File: src/rtl/vecint_pkg.sv
package vecint_pkg;

  localparam logic [11:0] OFS_NSTAT  = 12'h000;
  localparam logic [11:0] OFS_FSTAT  = 12'h004;
  localparam logic [11:0] OFS_RAW    = 12'h008;
  localparam logic [11:0] OFS_FSEL   = 12'h00C;
  localparam logic [11:0] OFS_ENSET  = 12'h010;
  localparam logic [11:0] OFS_ENCLR  = 12'h014;
  localparam logic [11:0] OFS_SWSET  = 12'h018;
  localparam logic [11:0] OFS_SWCLR  = 12'h01C;
  localparam logic [11:0] OFS_PROT   = 12'h020;
  localparam logic [11:0] OFS_VEC    = 12'h030;
  localparam logic [11:0] OFS_DEFV   = 12'h034;
  localparam logic [11:0] OFS_SADDR  = 12'h100;
  localparam logic [11:0] OFS_SCTL   = 12'h200;
  localparam logic [11:0] OFS_IDBASE = 12'hFE0;

  function automatic logic [7:0] id_byte(input logic [2:0] i);
    case (i)
      3'd0:    return 8'h90;
      3'd1:    return 8'h11;
      3'd2:    return 8'h04;
      3'd3:    return 8'h00;
      3'd4:    return 8'h0D;
      3'd5:    return 8'hF0;
      3'd6:    return 8'h05;
      default: return 8'hB1;
    endcase
  endfunction

endpackage

File: src/rtl/vecint_prio.sv
module vecint_prio #(
  parameter int NSRC  = 32,
  parameter int NSLOT = 16,
  parameter int SW    = 5,
  parameter int LW    = 5,
  parameter int IDLE  = 17
) (
  input  logic [NSLOT-1:0] slot_on,
  input  logic [SW-1:0]    slot_src [NSLOT],
  input  logic [NSRC-1:0]  nstat,
  input  logic [LW-1:0]    level,
  output logic             hit,
  output logic [LW-1:0]    hit_slot,
  output logic [NSRC-1:0]  above_mask
);

  logic [NSLOT-1:0] cand;

  // each slot qualifies when enabled, its source pending and it ranks above the level
  for (genvar s = 0; s < NSLOT; s++) begin : g_cand
    assign cand[s] = slot_on[s] && nstat[slot_src[s]] && (LW'(s) < level);
  end

  always_comb begin
    hit      = 1'b0;
    hit_slot = '0;
    for (int s = NSLOT - 1; s >= 0; s--) begin
      if (cand[s]) begin
        hit      = 1'b1;
        hit_slot = LW'(s);
      end
    end
  end

  always_comb begin
    if (level == LW'(IDLE)) begin
      above_mask = '1;
    end else begin
      above_mask = '0;
      for (int s = 0; s < NSLOT; s++) begin
        if (slot_on[s] && (LW'(s) < level)) above_mask[slot_src[s]] = 1'b1;
      end
    end
  end

endmodule

File: src/rtl/vecint_stack.sv
module vecint_stack #(
  parameter int NLVL = 17,
  parameter int LW   = 5
) (
  input  logic          clk,
  input  logic          rst,
  input  logic          push,
  input  logic [LW-1:0] push_lvl,
  input  logic          pop,
  output logic [LW-1:0] level
);

  localparam logic [LW-1:0] IDLE = LW'(NLVL);

  // saved level per active level; no reset so it maps onto distributed RAM
  logic [LW-1:0] saved [NLVL];

  always_ff @(posedge clk) begin
    if (push) saved[push_lvl] <= level;
  end

  always_ff @(posedge clk) begin
    if (rst) begin
      level <= IDLE;
    end else if (push) begin
      level <= push_lvl;
    end else if (pop && level != IDLE) begin
      level <= saved[level];
    end
  end

  AST_PUSH_RAISES: assert property (@(posedge clk) disable iff (rst)
    push |=> level < $past(level));
  AST_IDLE_POP: assert property (@(posedge clk) disable iff (rst)
    (pop && !push && level == IDLE) |=> level == IDLE);

endmodule

File: src/rtl/vecint_ctrl.sv
module vecint_ctrl
  import vecint_pkg::*;
#(
  parameter int NSRC  = 32,
  parameter int NSLOT = 16,
  parameter int DW    = 32,
  parameter int AW    = 12
) (
  input  logic            clk,
  input  logic            rst,
  input  logic            bus_rd,
  input  logic            bus_wr,
  input  logic [AW-1:0]   bus_addr,
  input  logic [DW-1:0]   bus_wdata,
  output logic [DW-1:0]   bus_rdata,
  input  logic [NSRC-1:0] src_in,
  output logic            irq_o,
  output logic            fiq_o
);

  localparam int SW   = $clog2(NSRC);
  localparam int SIW  = $clog2(NSLOT);
  localparam int NLVL = NSLOT + 1;
  localparam int LW   = $clog2(NLVL + 1);
  localparam int IDLE = NLVL;

  logic [NSRC-1:0] en_q, sw_q, fsel_q;
  logic            prot_q;
  logic [DW-1:0]   defv_q;
  logic [DW-1:0]   slot_addr [NSLOT];
  logic [NSLOT-1:0] slot_on;
  logic [SW-1:0]   slot_src [NSLOT];

  logic [NSRC-1:0] raw, nstat, fstat, above_mask;
  logic            hit;
  logic [LW-1:0]   hit_slot, act_lvl;
  logic [DW-1:0]   rd_val;

  wire rd_eff   = bus_rd && !bus_wr;
  wire in_saddr = bus_addr >= AW'(OFS_SADDR) && bus_addr < AW'(OFS_SADDR + 4 * NSLOT);
  wire in_sctl  = bus_addr >= AW'(OFS_SCTL)  && bus_addr < AW'(OFS_SCTL + 4 * NSLOT);
  wire in_id    = bus_addr >= AW'(OFS_IDBASE);
  wire [SIW-1:0] sidx = bus_addr[SIW+1:2];

  assign raw   = src_in | sw_q;
  assign nstat = raw & en_q & ~fsel_q;
  assign fstat = raw & fsel_q;

  wire push = rd_eff && bus_addr == AW'(OFS_VEC) && hit;
  wire pop  = bus_wr && bus_addr == AW'(OFS_VEC);

  vecint_prio #(.NSRC(NSRC), .NSLOT(NSLOT), .SW(SW), .LW(LW), .IDLE(IDLE)) u_prio (
    .slot_on(slot_on), .slot_src(slot_src), .nstat(nstat), .level(act_lvl),
    .hit(hit), .hit_slot(hit_slot), .above_mask(above_mask)
  );

  vecint_stack #(.NLVL(NLVL), .LW(LW)) u_stack (
    .clk(clk), .rst(rst), .push(push), .push_lvl(hit_slot), .pop(pop), .level(act_lvl)
  );

  always_ff @(posedge clk) begin
    if (rst) begin
      en_q    <= '0;
      sw_q    <= '0;
      fsel_q  <= '0;
      prot_q  <= 1'b0;
      defv_q  <= '0;
      slot_on <= '0;
      for (int s = 0; s < NSLOT; s++) begin
        slot_addr[s] <= '0;
        slot_src[s]  <= '0;
      end
    end else if (bus_wr) begin
      if (in_saddr) begin
        slot_addr[sidx] <= bus_wdata;
      end else if (in_sctl) begin
        slot_on[sidx]  <= bus_wdata[SW];
        slot_src[sidx] <= bus_wdata[SW-1:0];
      end else begin
        case (bus_addr)
          AW'(OFS_FSEL):  fsel_q <= bus_wdata[NSRC-1:0];
          AW'(OFS_ENSET): en_q   <= en_q | bus_wdata[NSRC-1:0];
          AW'(OFS_ENCLR): en_q   <= en_q & ~bus_wdata[NSRC-1:0];
          AW'(OFS_SWSET): sw_q   <= sw_q | bus_wdata[NSRC-1:0];
          AW'(OFS_SWCLR): sw_q   <= sw_q & ~bus_wdata[NSRC-1:0];
          AW'(OFS_PROT):  prot_q <= bus_wdata[0];
          AW'(OFS_DEFV):  defv_q <= bus_wdata;
          default: ;
        endcase
      end
    end
  end

  always_comb begin
    rd_val = '0;
    if (in_saddr) begin
      rd_val = slot_addr[sidx];
    end else if (in_sctl) begin
      rd_val = DW'({slot_on[sidx], slot_src[sidx]});
    end else if (in_id) begin
      rd_val = DW'(id_byte(bus_addr[4:2]));
    end else begin
      case (bus_addr)
        AW'(OFS_NSTAT): rd_val = DW'(nstat);
        AW'(OFS_FSTAT): rd_val = DW'(fstat);
        AW'(OFS_RAW):   rd_val = DW'(raw);
        AW'(OFS_FSEL):  rd_val = DW'(fsel_q);
        AW'(OFS_ENSET): rd_val = DW'(en_q);
        AW'(OFS_SWSET): rd_val = DW'(sw_q);
        AW'(OFS_PROT):  rd_val = DW'(prot_q);
        AW'(OFS_VEC):   rd_val = hit ? slot_addr[hit_slot[SIW-1:0]] : defv_q;
        AW'(OFS_DEFV):  rd_val = defv_q;
        default:        rd_val = '0;
      endcase
    end
  end

  always_ff @(posedge clk) begin
    if (rst) begin
      bus_rdata <= '0;
      irq_o     <= 1'b0;
      fiq_o     <= 1'b0;
    end else begin
      if (rd_eff) bus_rdata <= rd_val;
      irq_o <= |(nstat & above_mask);
      fiq_o <= |fstat;
    end
  end

  AST_FIQ_FOLLOWS: assert property (@(posedge clk) disable iff (rst)
    1'b1 |=> fiq_o == $past(|((src_in | sw_q) & fsel_q)));
  AST_IRQ_IDLE: assert property (@(posedge clk) disable iff (rst)
    (act_lvl == LW'(IDLE) && |nstat) |=> irq_o);
  AST_ID_READ: assert property (@(posedge clk) disable iff (rst)
    (rd_eff && bus_addr == AW'(OFS_IDBASE)) |=> bus_rdata == DW'(8'h90));
  AST_RD_HOLD: assert property (@(posedge clk) disable iff (rst)
    !rd_eff |=> $stable(bus_rdata));

endmodule

File: config.mk
export PLATFORM = sky130hd
export DESIGN_NAME = vecint_ctrl
export DESIGN_NICKNAME = d
export VERILOG_FILES = /design/src/rtl/vecint_pkg.sv /design/src/rtl/vecint_prio.sv /design/src/rtl/vecint_stack.sv /design/src/rtl/vecint_ctrl.sv
export SDC_FILE = /design/constraint.sdc
export NUM_CORES = 2
export LEC_CHECK = 0
export BUFFER_PORTS_ARGS = -buffer_cell sky130_fd_sc_hd__buf_2
export CAP_MARGIN = 20
export CORE_ASPECT_RATIO = 2
export CORE_MARGIN = 2
export CORE_UTILIZATION = 30
export DETAILED_ROUTE_END_ITERATION = 10
export HOLD_SLACK_MARGIN = 0.1
export PLACE_DENSITY = 0.44
export SETUP_SLACK_MARGIN = 0.02
export SLEW_MARGIN = 20
export SYNTH_ARGS = -nofsm -noshare
export SYNTH_HDL_FRONTEND = slang
export SYNTH_SLANG_ARGS = --single-unit
export TNS_END_PERCENT = 5
File: constraint.sdc
create_clock -name clk -period 6.2 [get_ports clk]
set_input_delay 0.62 -clock clk [delete_from_list [all_inputs] [get_ports clk]]
set_output_delay 0.62 -clock clk [all_outputs]
set_load 0.01 [all_outputs]
==> summary.md <==
Pwr
- **power per unit of standard cell area** 209 mW/mm^2
- **leakage power figure** 19.6 nW
- **peak supply drop** 0.173 mV

Setup path
- **slowest cell on the critical path** sky130_fd_sc_hd__o21ai_0
- **capturing instance or port of the critical path** bus_rdata[6]
- **start-to-end type of the worst setup path** reg2reg
- **endpoint of the most critical register-to-register path** bus_rdata[6]
- **CP arrival** 6.68 ns
- **startpoint kind of the worst setup timing path** register
- **cell count along the critical path** 16
- **Max Fanout on Critical Path** 28
- **number of buffer and inverter stages on the critical path** 4
- **WP data required** 6.83 ns
- **Crit. End Element** register
- **critical path's largest stage delay** 1.01 ns
- **setup slack of the most critical reg-to-reg path** 0.15 ns
- **depth of the worst register-to-register path** 16
- **critical path, cell by cell** nor2b_1 > nand2_1 > mux4_2 > a22oi_1 > buf_4 > nand3_1 > o21ai_0 > a21oi_1 > a21boi_1 > buf_4 > nor2b_4 > buf_12 > buf_12 > mux2i_1 > a2111oi_0 > a31o_1
- **top cell family by delay on the critical path** compound AO/OA/AOI/OAI gates

Clock network
- **clock tree from TritonCTS** built
- **number of buffers created by CTS** 83
- **maximum clock insertion buffer count** 3
- **Post-CTS Resized** 0
- **clock transition at the registers of the reported paths** 0.07 ns
- **buffers inserted by post-CTS timing repair** 0
- **Sink Count** 860
- **cell at the root of the clock tree** sky130_fd_sc_hd__clkbuf_16
- **H-tree lvl count** 3
- **total of hold buffers inserted after clock tree synthesis** 0
- **worst skew pair latency** 0.73 ns

Timing
- **fmax** 165 MHz
- **remaining max-slew budget at the tightest pin** 8.76%
- **Setup-failing EPs final** 0
- **period utilization** 97.5%
- **minimum clock period after layout** 6.05 ns
- **Final Skew** 0.0578 ns
- **unrepaired setup endpoints after global routing** false
- **total negative slack for setup checks** 0 ns
- **pins over their slew limit** 0
- **Final Hold Viols** 0
- **Slew @ Worst Pin** 1.33 ns

Routing
- **total via count in the routed design** 48.0k
- **DR DRC count** 0
- **count of routing violations after the opening detailed-route iteration** 5424
- **Wirelength per Cell** 45.8 um
- **post-detailed-route via-to-cell ratio** 6.34
- **total routed wirelength** 347 mm
- **DRT Pass-1 Iters** 6
- **remaining antenna violation count** 0

Yosys
- **count of distinct cell types in the synthesized netlist** 99
- **share of flip-flops with an asynchronous set or reset** 0%
- **register area share after synthesis** 43.8%
- **Synth area leaders** sky130_fd_sc_hd__edfxtp_1 (34%), sky130_fd_sc_hd__mux4_2 (13%), sky130_fd_sc_hd__dfxtp_1 (10%)
- **post-synth net total** 5085
- **summed instance area of the synthesized netlist** 0.0528 mm^2
- **ys flop type** sky130_fd_sc_hd__edfxtp_1
- **flop and latch count out of synthesis** 860
- **share of the synthesized area in the top cell type** 33.7%
- **synth warn** 0
- **Syn Inst Count** 5005
- **mean instance size in the synthesized netlist** 10.6 um^2
- **Post-synth EDFFs** 592
- **top cell type by total area after synthesis** sky130_fd_sc_hd__edfxtp_1

Place
- **number of port buffers** 113
- **HPWL after DPL** 252 mm
- **RePlAce Congestion** 1.09

Floorplanning
- **floorplan die area** 0.180 mm^2
- **Std-Cell Rows** 217
- **total I/O pin count** 114
- **effective utilization at floorplan** 30.2%
- **die height** 597 um
- **Die X** 301 um
- **Floorplan Core Area** 0.175 mm^2

Final layout
- **growth of design area from synthesis to finish** 16.5%
- **final core area utilization** 35.2%
- **net count of the finished layout** 5240
- **share of layout cells above drive strength 1** 22.3%

Global routing
- **via count of the first global-routing pass** 47.3k
- **fraction of met1 tracks used by global routing** 37.4%
- **overall fraction of global-route tracks in use** 38.6%
- **leftover overflow at the end of global routing** 0
- **largest net degree at the start of global routing** 116
- **met3 GRT Util** 9.52%
- **global-route wire length before repair** 459 mm
- **gr busiest metal** met2
- **global routing usage on met2** 65.0%
- **initial antenna violation count** 76

Worst hold path
- **kind of path behind the tightest hold check** in2reg

Outcome
- **status** finished clean

Job
- **Maximum Capacitance Violations** 0

==> per-layer routing <==
metal	share of wire [%]	vias to the layer above
met1	32	24700
met2	49	2735
li1	-	19400
met4	13	28
met5	0.053	-
met3	6.5	1190
==> Yosys cell counts, types with 9 or more instances <==
| master | n |
|---|---|
| sky130_fd_sc_hd__a2111oi_0 | 34 |
| sky130_fd_sc_hd__a211oi_1 | 109 |
| sky130_fd_sc_hd__a21oi_1 | 254 |
| sky130_fd_sc_hd__a221oi_1 | 76 |
| sky130_fd_sc_hd__a222oi_1 | 12 |
| sky130_fd_sc_hd__a22oi_1 | 89 |
| sky130_fd_sc_hd__a31oi_1 | 11 |
| sky130_fd_sc_hd__and2_1 | 534 |
| sky130_fd_sc_hd__and3_1 | 13 |
| sky130_fd_sc_hd__buf_1 | 40 |
| sky130_fd_sc_hd__buf_2 | 28 |
| sky130_fd_sc_hd__buf_4 | 23 |
| sky130_fd_sc_hd__clkbuf_1 | 399 |
| sky130_fd_sc_hd__dfxtp_1 | 268 |
| sky130_fd_sc_hd__edfxtp_1 | 592 |
| sky130_fd_sc_hd__inv_1 | 26 |
| sky130_fd_sc_hd__mux2_2 | 10 |
| sky130_fd_sc_hd__mux2i_1 | 309 |
| sky130_fd_sc_hd__mux4_2 | 310 |
| sky130_fd_sc_hd__nand2_1 | 381 |
| sky130_fd_sc_hd__nand2b_1 | 94 |
| sky130_fd_sc_hd__nand3_1 | 81 |
| sky130_fd_sc_hd__nand3b_1 | 34 |
| sky130_fd_sc_hd__nand4_1 | 34 |
| sky130_fd_sc_hd__nor2_1 | 386 |
| sky130_fd_sc_hd__nor2b_1 | 41 |
| sky130_fd_sc_hd__nor3_1 | 108 |
| sky130_fd_sc_hd__nor3b_1 | 18 |
| sky130_fd_sc_hd__nor4_1 | 25 |
| sky130_fd_sc_hd__o2111ai_1 | 20 |
| sky130_fd_sc_hd__o211ai_1 | 22 |
| sky130_fd_sc_hd__o21ai_0 | 164 |
| sky130_fd_sc_hd__o21bai_1 | 11 |
| sky130_fd_sc_hd__o221ai_1 | 33 |
| sky130_fd_sc_hd__o22a_1 | 12 |
| sky130_fd_sc_hd__o22ai_1 | 132 |
| sky130_fd_sc_hd__o31ai_1 | 19 |
| sky130_fd_sc_hd__o41ai_1 | 12 |
| sky130_fd_sc_hd__or2_1 | 9 |
| sky130_fd_sc_hd__or2_2 | 44 |
| sky130_fd_sc_hd__or3_1 | 32 |
==> state kept, by name, indices dropped and copies added (netlist names), named ones only <==
register and cells:
slot_addr 512, slot_src 80, u_stack.saved 80, bus_rdata 32, defv_q 32, fsel_q 32
slot_on 16, u_stack.level 5, fiq_o 1, irq_o 1, prot_q 1
==> kinds of logic (layout without fill, tap and decap cells) <==
kind of cell,count (synthesis),count (layout),share of synthesized area [%]
AOI/OAI and AO/OA,1110,1110,14.3
buffers and inverters,526,752,4.05
DFF,860,860,43.8
other,0,40,0
xor gates and xnor gates,1,1,0.0166
and+or+nand+nor,1879,1879,18.5
muxes,629,629,19.3
==> tightest hold or removal path: stages <==
cell	delay, ns
sky130_fd_sc_hd__buf_2	0.23
sky130_fd_sc_hd__nand2_1	0.10
sky130_fd_sc_hd__a21oi_1	0.06
==> through the flow <==
stage | worst slack, ns | power [mW] | hold slack (ns) | cells | cell area, um^2
floorplan | 1.76 | 6.99 | 0.436 | 5005 | 52800
global placement | 0.00466 | 7.46 | 0.442 | 7354 | 58200
detailed placement | 0.556 | 7.46 | 0.447 | 7359 | 58300
CTS | 0.783 | 12.9 | 0.337 | 7515 | 61100
global route | 0.108 | 13.2 | 0.386 | 7532 | 61400
finish | 0.154 | 12.9 | 0.370 | 7570 | 61500
==> final cells by class <==
type | instances | area (um^2)
Fill cell | 17800 | 113000
Multi-Input combinational cell | 3619 | 27900
Sequential cell | 860 | 23100
Timing Repair Buffer | 567 | 4520
Tap cell | 2299 | 2880
Clock buffer | 108 | 2260
Clock inverter | 48 | 571
Inverter | 29 | 109
Antenna cell | 40 | 100
==> worst min path at each step <==
stage / endpoint / cells after the start / start / slack [ns]
floorplan: defv_q[12] / 2 / defv_q[12] / 0.44
global placement: defv_q[2] / 2 / defv_q[2] / 0.44
detailed placement: defv_q[3] / 2 / defv_q[3] / 0.45
CTS: defv_q[10] / 3 / bus_wdata[10] / 0.34
global route: defv_q[10] / 3 / bus_wdata[10] / 0.39
finish: fsel_q[10] / 3 / bus_wdata[10] / 0.37
==> report_power, final <==
group	total [mW]	internal, mW	leakage, nW	switching [mW]
clock	5.52	2.99	1.37	2.53
sequential	6.40	6.29	7.63	0.109
combinational	0.948	0.323	10.6	0.626
total	12.9	9.61	19.6	3.26
==> placed cells by master (no fill, tap or decap), drive strengths merged, types with 30 or more instances in the layout <==
cell type  Yosys  routed
edfxtp       592     592
buf           96     566
and2         536     536
nor2         390     390
nand2        381     381
mux4         310     310
mux2i        309     309
dfxtp        268     268
a21oi        254     254
o21ai        172     172
o22ai        132     132
nor3         111     111
a211oi       109     109
clkbuf       400     109
nand2b        97      97
a22oi         89      89
nand3         81      81
a221oi        77      77
or2           55      55
nor2b         41      41
diode          0      40
a2111oi       35      35
nand3b        34      34
nand4         34      34
or3           33      33
o221ai        33      33
clkinv         3      32
inv           26      30
(Power assumes the default switching activity.)
